**config.mk**
```make
export PLATFORM = sky130hd
export DESIGN_NAME = serport_regs
export DESIGN_NICKNAME = d
export VERILOG_FILES = /design/src/rtl/serport_regs.sv
export SDC_FILE = /design/constraint.sdc
export NUM_CORES = 1
export LEC_CHECK = 0
export ABC_CLOCK_PERIOD_IN_PS = 4700
export CORE_ASPECT_RATIO = 0.9
export CORE_MARGIN = 2
export CORE_UTILIZATION = 30
export DETAILED_ROUTE_END_ITERATION = 10
export PLACE_DENSITY_LB_ADDON = 0.2
export SETUP_SLACK_MARGIN = 0.02
export SLEW_MARGIN = 25
export SYNTH_ARGS = -nofsm -noshare
export SYNTH_HDL_FRONTEND = slang
export SYNTH_SLANG_ARGS = --single-unit
```
**constraint.sdc**
```tcl
create_clock -name clk -period 4.7 [get_ports clk]
set_input_delay 0.94 -clock clk [delete_from_list [all_inputs] [get_ports clk]]
set_output_delay 0.94 -clock clk [all_outputs]
set_load 0.03 [all_outputs]
```
**src/rtl/serport_regs.sv**
```systemverilog
module serport_regs #(
  parameter int DEPTH = 16,
  parameter int AW    = 4
) (
  input  logic          clk,
  input  logic          rst_n,
  input  logic          req,
  input  logic          we,
  input  logic [AW-1:0] word_addr,
  input  logic [31:0]   wdata,
  output logic [31:0]   rdata,
  output logic [7:0]    tx_data,
  output logic          tx_valid,
  input  logic          tx_ready,
  input  logic [7:0]    rx_data,
  input  logic          rx_valid,
  output logic          rx_ready
  ,output logic         irq
);
  localparam int PW = $clog2(DEPTH);
  localparam logic [AW-1:0] IX_TXC = AW'(0), IX_DMA = AW'(1), IX_RXC = AW'(2),
    IX_DOUT = AW'(7), IX_POP = AW'(8), IX_PEEK = AW'(9), IX_MASK = AW'(11),
    IX_ACK = AW'(12), IX_RAW = AW'(13), IX_MSKD = AW'(14);
  localparam int RX_EN = 3;
  localparam logic [31:0] RXC_RST = 32'h0001_0000;

  logic [31:0] txc_q, dma_q, rxc_q, dout_q, mask_q, ack_q, raw_q;
  logic [7:0]  mem [DEPTH];
  logic [PW-1:0] wp;
  logic [PW:0]   cnt;

  wire wr       = req && we;
  wire rd       = req && !we;
  wire nonempty = cnt != '0;
  wire push     = rx_valid && rx_ready && (cnt != (PW+1)'(DEPTH));
  wire pop      = rd && word_addr == IX_POP && nonempty;
  wire [PW-1:0] rp = wp - cnt[PW-1:0];
  wire [7:0]  oldest   = mem[rp];
  wire [31:0] raw_view = {raw_q[31:4], nonempty, raw_q[2:0]};
  wire [31:0] masked   = raw_view & mask_q;
  wire [31:0] status   = {7'b0, 1'b1, 1'b0, 1'b1, 5'b0, nonempty, 8'b0, oldest};

  assign rx_ready = rxc_q[RX_EN];
  assign irq      = |masked;

  always_comb begin
    case (word_addr)
      IX_TXC:           rdata = txc_q;
      IX_DMA:           rdata = dma_q;
      IX_RXC:           rdata = rxc_q;
      IX_DOUT:          rdata = dout_q;
      IX_POP, IX_PEEK:  rdata = status;
      IX_MASK:          rdata = mask_q;
      IX_ACK:           rdata = ack_q;
      IX_RAW:           rdata = raw_view;
      IX_MSKD:          rdata = masked;
      default:          rdata = '0;
    endcase
  end

  always_ff @(posedge clk) begin
    if (!rst_n) begin
      txc_q <= '0; dma_q <= '0; rxc_q <= RXC_RST; dout_q <= '0;
      mask_q <= '0; ack_q <= '0; raw_q <= '0;
      tx_valid <= 1'b0; tx_data <= '0;
    end else begin
      if (wr && word_addr == IX_TXC)  txc_q  <= wdata;
      if (wr && word_addr == IX_DMA)  dma_q  <= wdata;
      if (wr && word_addr == IX_RXC)  rxc_q  <= wdata;
      if (wr && word_addr == IX_MASK) mask_q <= wdata;
      if (wr && word_addr == IX_DOUT) begin
        dout_q   <= wdata;
        tx_data  <= wdata[7:0];
        tx_valid <= 1'b1;
        raw_q    <= raw_q | 32'h3;
      end else begin
        if (tx_ready) tx_valid <= 1'b0;
        if (wr && word_addr == IX_ACK) begin
          ack_q <= wdata;
          raw_q <= raw_q & ~wdata;
        end
      end
    end
  end

  always_ff @(posedge clk) begin
    if (!rst_n) begin
      wp  <= '0;
      cnt <= '0;
    end else begin
      if (push) wp <= wp + 1'b1;
      case ({push, pop})
        2'b10:   cnt <= cnt + 1'b1;
        2'b01:   cnt <= cnt - 1'b1;
        default: cnt <= cnt;
      endcase
    end
  end

  always_ff @(posedge clk) if (push) mem[wp] <= rx_data;

  assert_cnt_bound_R3: assert property (@(posedge clk) disable iff (!rst_n)
    cnt <= (PW+1)'(DEPTH));
  assert_full_drop_R4: assert property (@(posedge clk) disable iff (!rst_n)
    (rx_valid && rx_ready && cnt == (PW+1)'(DEPTH) && !pop) |=> ($stable(cnt) && $stable(wp)));
  assert_rx_gated_R5: assert property (@(posedge clk) disable iff (!rst_n)
    (rx_valid && !rxc_q[RX_EN] && !pop) |=> $stable(cnt));
  assert_peek_keeps_R7: assert property (@(posedge clk) disable iff (!rst_n)
    (rd && word_addr == IX_PEEK && !push) |=> $stable(cnt));
  assert_tx_launch_R8: assert property (@(posedge clk) disable iff (!rst_n)
    (wr && word_addr == IX_DOUT) |=> (tx_valid && raw_q[1:0] == 2'b11));
  assert_tx_hold_R8: assert property (@(posedge clk) disable iff (!rst_n)
    (tx_valid && !tx_ready && !(wr && word_addr == IX_DOUT)) |=> (tx_valid && $stable(tx_data)));
  assert_ack_clear_R9: assert property (@(posedge clk) disable iff (!rst_n)
    (wr && word_addr == IX_ACK && wdata[1:0] == 2'b11) |=> raw_q[1:0] == 2'b00);
endmodule

```
==> impl_metrics.yaml, run 1 <==
synth:
  post-synth-top-area-fraction_pct: 29.31
  yosys_register_bits: 361
  mappedNetlistNets: 1601
  synthTopCellsByArea: "sky130_fd_sc_hd__dfxtp_1 29%, sky130_fd_sc_hd__edfxtp_1 24%, sky130_fd_sc_hd__nand2_1 9.8%"
  synth_flop_cell: "sky130_fd_sc_hd__dfxtp_1"
  yosys_warnings: 0
  asyncSetResetFlopFracSynth_pct: 0
  synth_edf_count: 128
  synthDominantAreaCellType: "sky130_fd_sc_hd__dfxtp_1"
  gate_count_after_technology_mapping: 1538
  synth_area_um2: 15910
  avg_inst_size_synth_um2: 10.35
  synth_seq_area_share_pct: 53.46
  yosysUniqueCellTypes: 70
clock_network:
  clkSlewWorstSetupHoldPaths_ns: 0.06
  clockBufferDepth: 3
  cts_htree_levels: 2
  cts_buffers: 41
  cts_post_setup_buffers_inserted: 0
  clk-insertion-delay-late_ns: 0.56
  ctsHoldBuffers: 0
  clock_tree_from_tritoncts: "yes"
  resized_gates_after_cts: 0
  cts.sinks: 361
  clk_root_buffer_cell: "sky130_fd_sc_hd__clkbuf_16"
timing:
  finalMaxSlewViolations: 0
  max_freq_mhz: 220.9
  timing.clock.skew_ns: 0.01728
  setup_viol: 0
  hold_viol: 0
  layout_min_cycle_time_ns: 4.527
  grt_setup_unrepaired: "no"
  hold-worst-slack_ns: 0.4556
  max-slew-margin-rel_pct: 33.03
  min_period_over_period_pct: 96.32
  tightest_slew_ns: 1.004
  setup-tns-final_ns: 0
setup_path:
  startpoint: "word_addr[3]"
  critical_path.reg2reg.startpoint: "cnt[0]"
  start_kind: "primary input"
  endpoint_type_of_the_worst_setup_path: "output port"
  cp.arrival_ns: 3.59
  crit_fanout: 21
  worst_ep_required_time_ns: 3.76
  timing.setup.critical_path_class: "primary input to output port"
pwr:
  leakagePower_nw: 6.413
  ratio_of_total_power_to_cell_area_nw_per_um2: 352.6
  power.ir.vdd_worst_v: 0.0002716
route:
  drc_markers: 0
  ant_nets: 0
  number_of_vias_in_the_routed_layout: 12399
  detail_route.vias_per_cell: 5.274
  firstDrtPassIters: 7
  initialDrtViolationCount: 1140
  routed_wirelength_um: 54200
  post_drt_wl_per_cell_um: 23.05
min_path:
  timing.hold.worst.start: "ack_q[30]"
  timing.hold.worst.class: "flip-flop to flip-flop"
placement:
  io_buffer_count: 92
  gp_congestion: 0.8564
  dp.final_hpwl_um: 35690
job:
  cap_viol_max_count: 0
grt:
  grt_antenna_before_repair: 3
  global_route_usage_over_all_layers_pct: 19.73
  via_count_of_the_first_global_routing_pass: 11991
  globalRoute.totalOverflow: 0
  wire_length_of_the_first_global_routing_pass_um: 80310
  pin_count_of_the_biggest_net_entering_global_routing: 151
floorplan:
  core.rowCount: 80
  fp.dieArea_um2: 54910
  fp.dieH_um: 222.5
  ioPinCount: 93
  initial_core_utilization_pct: 30.17
  die_w_um: 246.8
  core_area_um2: 52750
cells_and_area:
  layout.filler_cells: 5196
  fraction_of_final_layout_cells_sized_beyond_drive_strength_1_pct: 13.73
  fin_nets: 1684
  flow.area_growth_from_synthesis_pct: 21.30
status:
  outcome: "complete, no violations"
synth_stat cells (5+ instances only):
cell / count
sky130_fd_sc_hd__a21boi_0: 110
sky130_fd_sc_hd__a21boi_1: 83
sky130_fd_sc_hd__a21o_1: 13
sky130_fd_sc_hd__a21oi_1: 23
sky130_fd_sc_hd__a221o_1: 8
sky130_fd_sc_hd__a221oi_1: 16
sky130_fd_sc_hd__a222oi_1: 13
sky130_fd_sc_hd__a22o_1: 12
sky130_fd_sc_hd__a22oi_1: 45
sky130_fd_sc_hd__a32o_1: 9
sky130_fd_sc_hd__and2_1: 13
sky130_fd_sc_hd__and3_1: 32
sky130_fd_sc_hd__buf_2: 42
sky130_fd_sc_hd__buf_4: 16
sky130_fd_sc_hd__buf_6: 8
sky130_fd_sc_hd__clkbuf_1: 49
sky130_fd_sc_hd__dfxtp_1: 233
sky130_fd_sc_hd__edfxtp_1: 128
sky130_fd_sc_hd__ha_1: 11
sky130_fd_sc_hd__inv_1: 17
sky130_fd_sc_hd__mux2i_1: 21
sky130_fd_sc_hd__mux4_2: 32
sky130_fd_sc_hd__nand2_1: 417
sky130_fd_sc_hd__nand2b_1: 6
sky130_fd_sc_hd__nand3_1: 11
sky130_fd_sc_hd__nand4_1: 5
sky130_fd_sc_hd__nor2_1: 34
sky130_fd_sc_hd__nor2b_1: 11
sky130_fd_sc_hd__nor3_1: 6
sky130_fd_sc_hd__o211ai_1: 5
sky130_fd_sc_hd__o21ai_0: 19
sky130_fd_sc_hd__o221ai_1: 16
per-stage QoR:
| step | power (mW) | util (%) | setup WS (ns) | area (um^2) | cells |
|---|---|---|---|---|---|
| 2_1_floorplan | 3.475 | - | 1.255 | 15910 | 1538 |
| 3_3_place_gp | 3.669 | 34.02 | 0.07239 | 17950 | 2275 |
| 3_5_place_dp | 3.671 | 34.02 | 0.08568 | 17950 | 2275 |
| 4_1_cts | 6.879 | 36.57 | 0.06184 | 19290 | 2350 |
| 5_1_grt | 7.020 | 36.59 | 0.08917 | 19300 | 2350 |
| 6_report | 6.807 | 36.59 | 0.1729 | 19300 | 2351 |
sequential cells by signal (all words and copies together) (netlist names):
name      count
mask_q       32
mem         128
dma_q        32
tx_valid      1
dout_q       25
txc_q        32
cnt           5
rxc_q        32
wp            4
tx_data       7
raw_q        31
ack_q        32
power by group:
part	total, mW	internal, mW	leakage (nW)	switching, mW
Combinational	0.354	0.129	2.72	0.224
Clock	3.20	1.87	0.667	1.33
Sequential	3.25	3.24	3.03	0.00960
worst max-delay path, stage by stage:
cell and delay [ns]:
sky130_fd_sc_hd__clkdlybuf4s50_1 0.68, sky130_fd_sc_hd__buf_4 0.35, sky130_fd_sc_hd__and3b_1 0.32, sky130_fd_sc_hd__a22o_1 0.28
sky130_fd_sc_hd__a221oi_2 0.38, sky130_fd_sc_hd__buf_4 0.20, sky130_fd_sc_hd__o221ai_1 0.20, sky130_fd_sc_hd__buf_12 0.22
per-layer routing:
layer  track usage, %  vias up  share of wire (%)
met5                0        -              0.055
met4            7.171        4                3.1
met3            4.143       82                8.0
met2            29.10      469                 43
met1            28.32     6151                 46
li1                 -     5693                  -
worst paths after layout:
kind	slack (ns)	end	cells past startpoint
min	0.46	ack_q[30]	2
min reg2reg	0.46	ack_q[30]	2
max	0.17	rdata[4]	8
max reg2reg	1.53	cnt[4]	10
logic make-up (layout without fill, tap and decap cells):
logic type	count (synthesis)	count (layout)	share of synthesized area (%)
multiplexers	57	57	6.133
XOR/XNOR	8	8	0.4402
buffers and inverters	137	252	4.324
other	0	1	0
flip-flops	361	361	53.46
AO/OA/AOI/OAI	400	400	19.11
AND/OR/NAND/NOR	562	562	15.41
adder cells (fa/ha/maj)	13	13	1.116
area by class of cell:
type                       count  area (um^2)  share of cell area [%]
sequential                   361         8508                   44.08
multi-input combinational   1040         6759                   35.01
timing repair buffer         159         1748                   9.055
clock buffer                  59         1226                   6.352
tap                          697        872.1                   4.518
clock inverter                16        120.1                  0.6222
inverter                      18        67.56                  0.3500
antenna                        1        2.502                 0.01296
cell usage in the layout, fill, tap and decap left out, types with 21 or more instances in the layout:
cell type and instances:
sky130_fd_sc_hd__nor2_1 32, sky130_fd_sc_hd__clkdlybuf4s50_1 57, sky130_fd_sc_hd__edfxtp_1 128, sky130_fd_sc_hd__and3_1 32
sky130_fd_sc_hd__nand2_1 417, sky130_fd_sc_hd__clkbuf_16 43, sky130_fd_sc_hd__mux2i_1 21, sky130_fd_sc_hd__buf_4 66
sky130_fd_sc_hd__a21boi_0 110, sky130_fd_sc_hd__dfxtp_1 233, sky130_fd_sc_hd__a21boi_1 83, sky130_fd_sc_hd__mux4_2 32
sky130_fd_sc_hd__a21oi_1 23, sky130_fd_sc_hd__buf_12 33, sky130_fd_sc_hd__a22oi_1 45
Note: power is estimated with default switching activity, not from simulation.
==> inputs of run 2 (changes only) <==
- CAP_MARGIN: unset -> 10
==> results of run 2 <==
No change in the layout: final DEF, timing and power equal those of run 1.
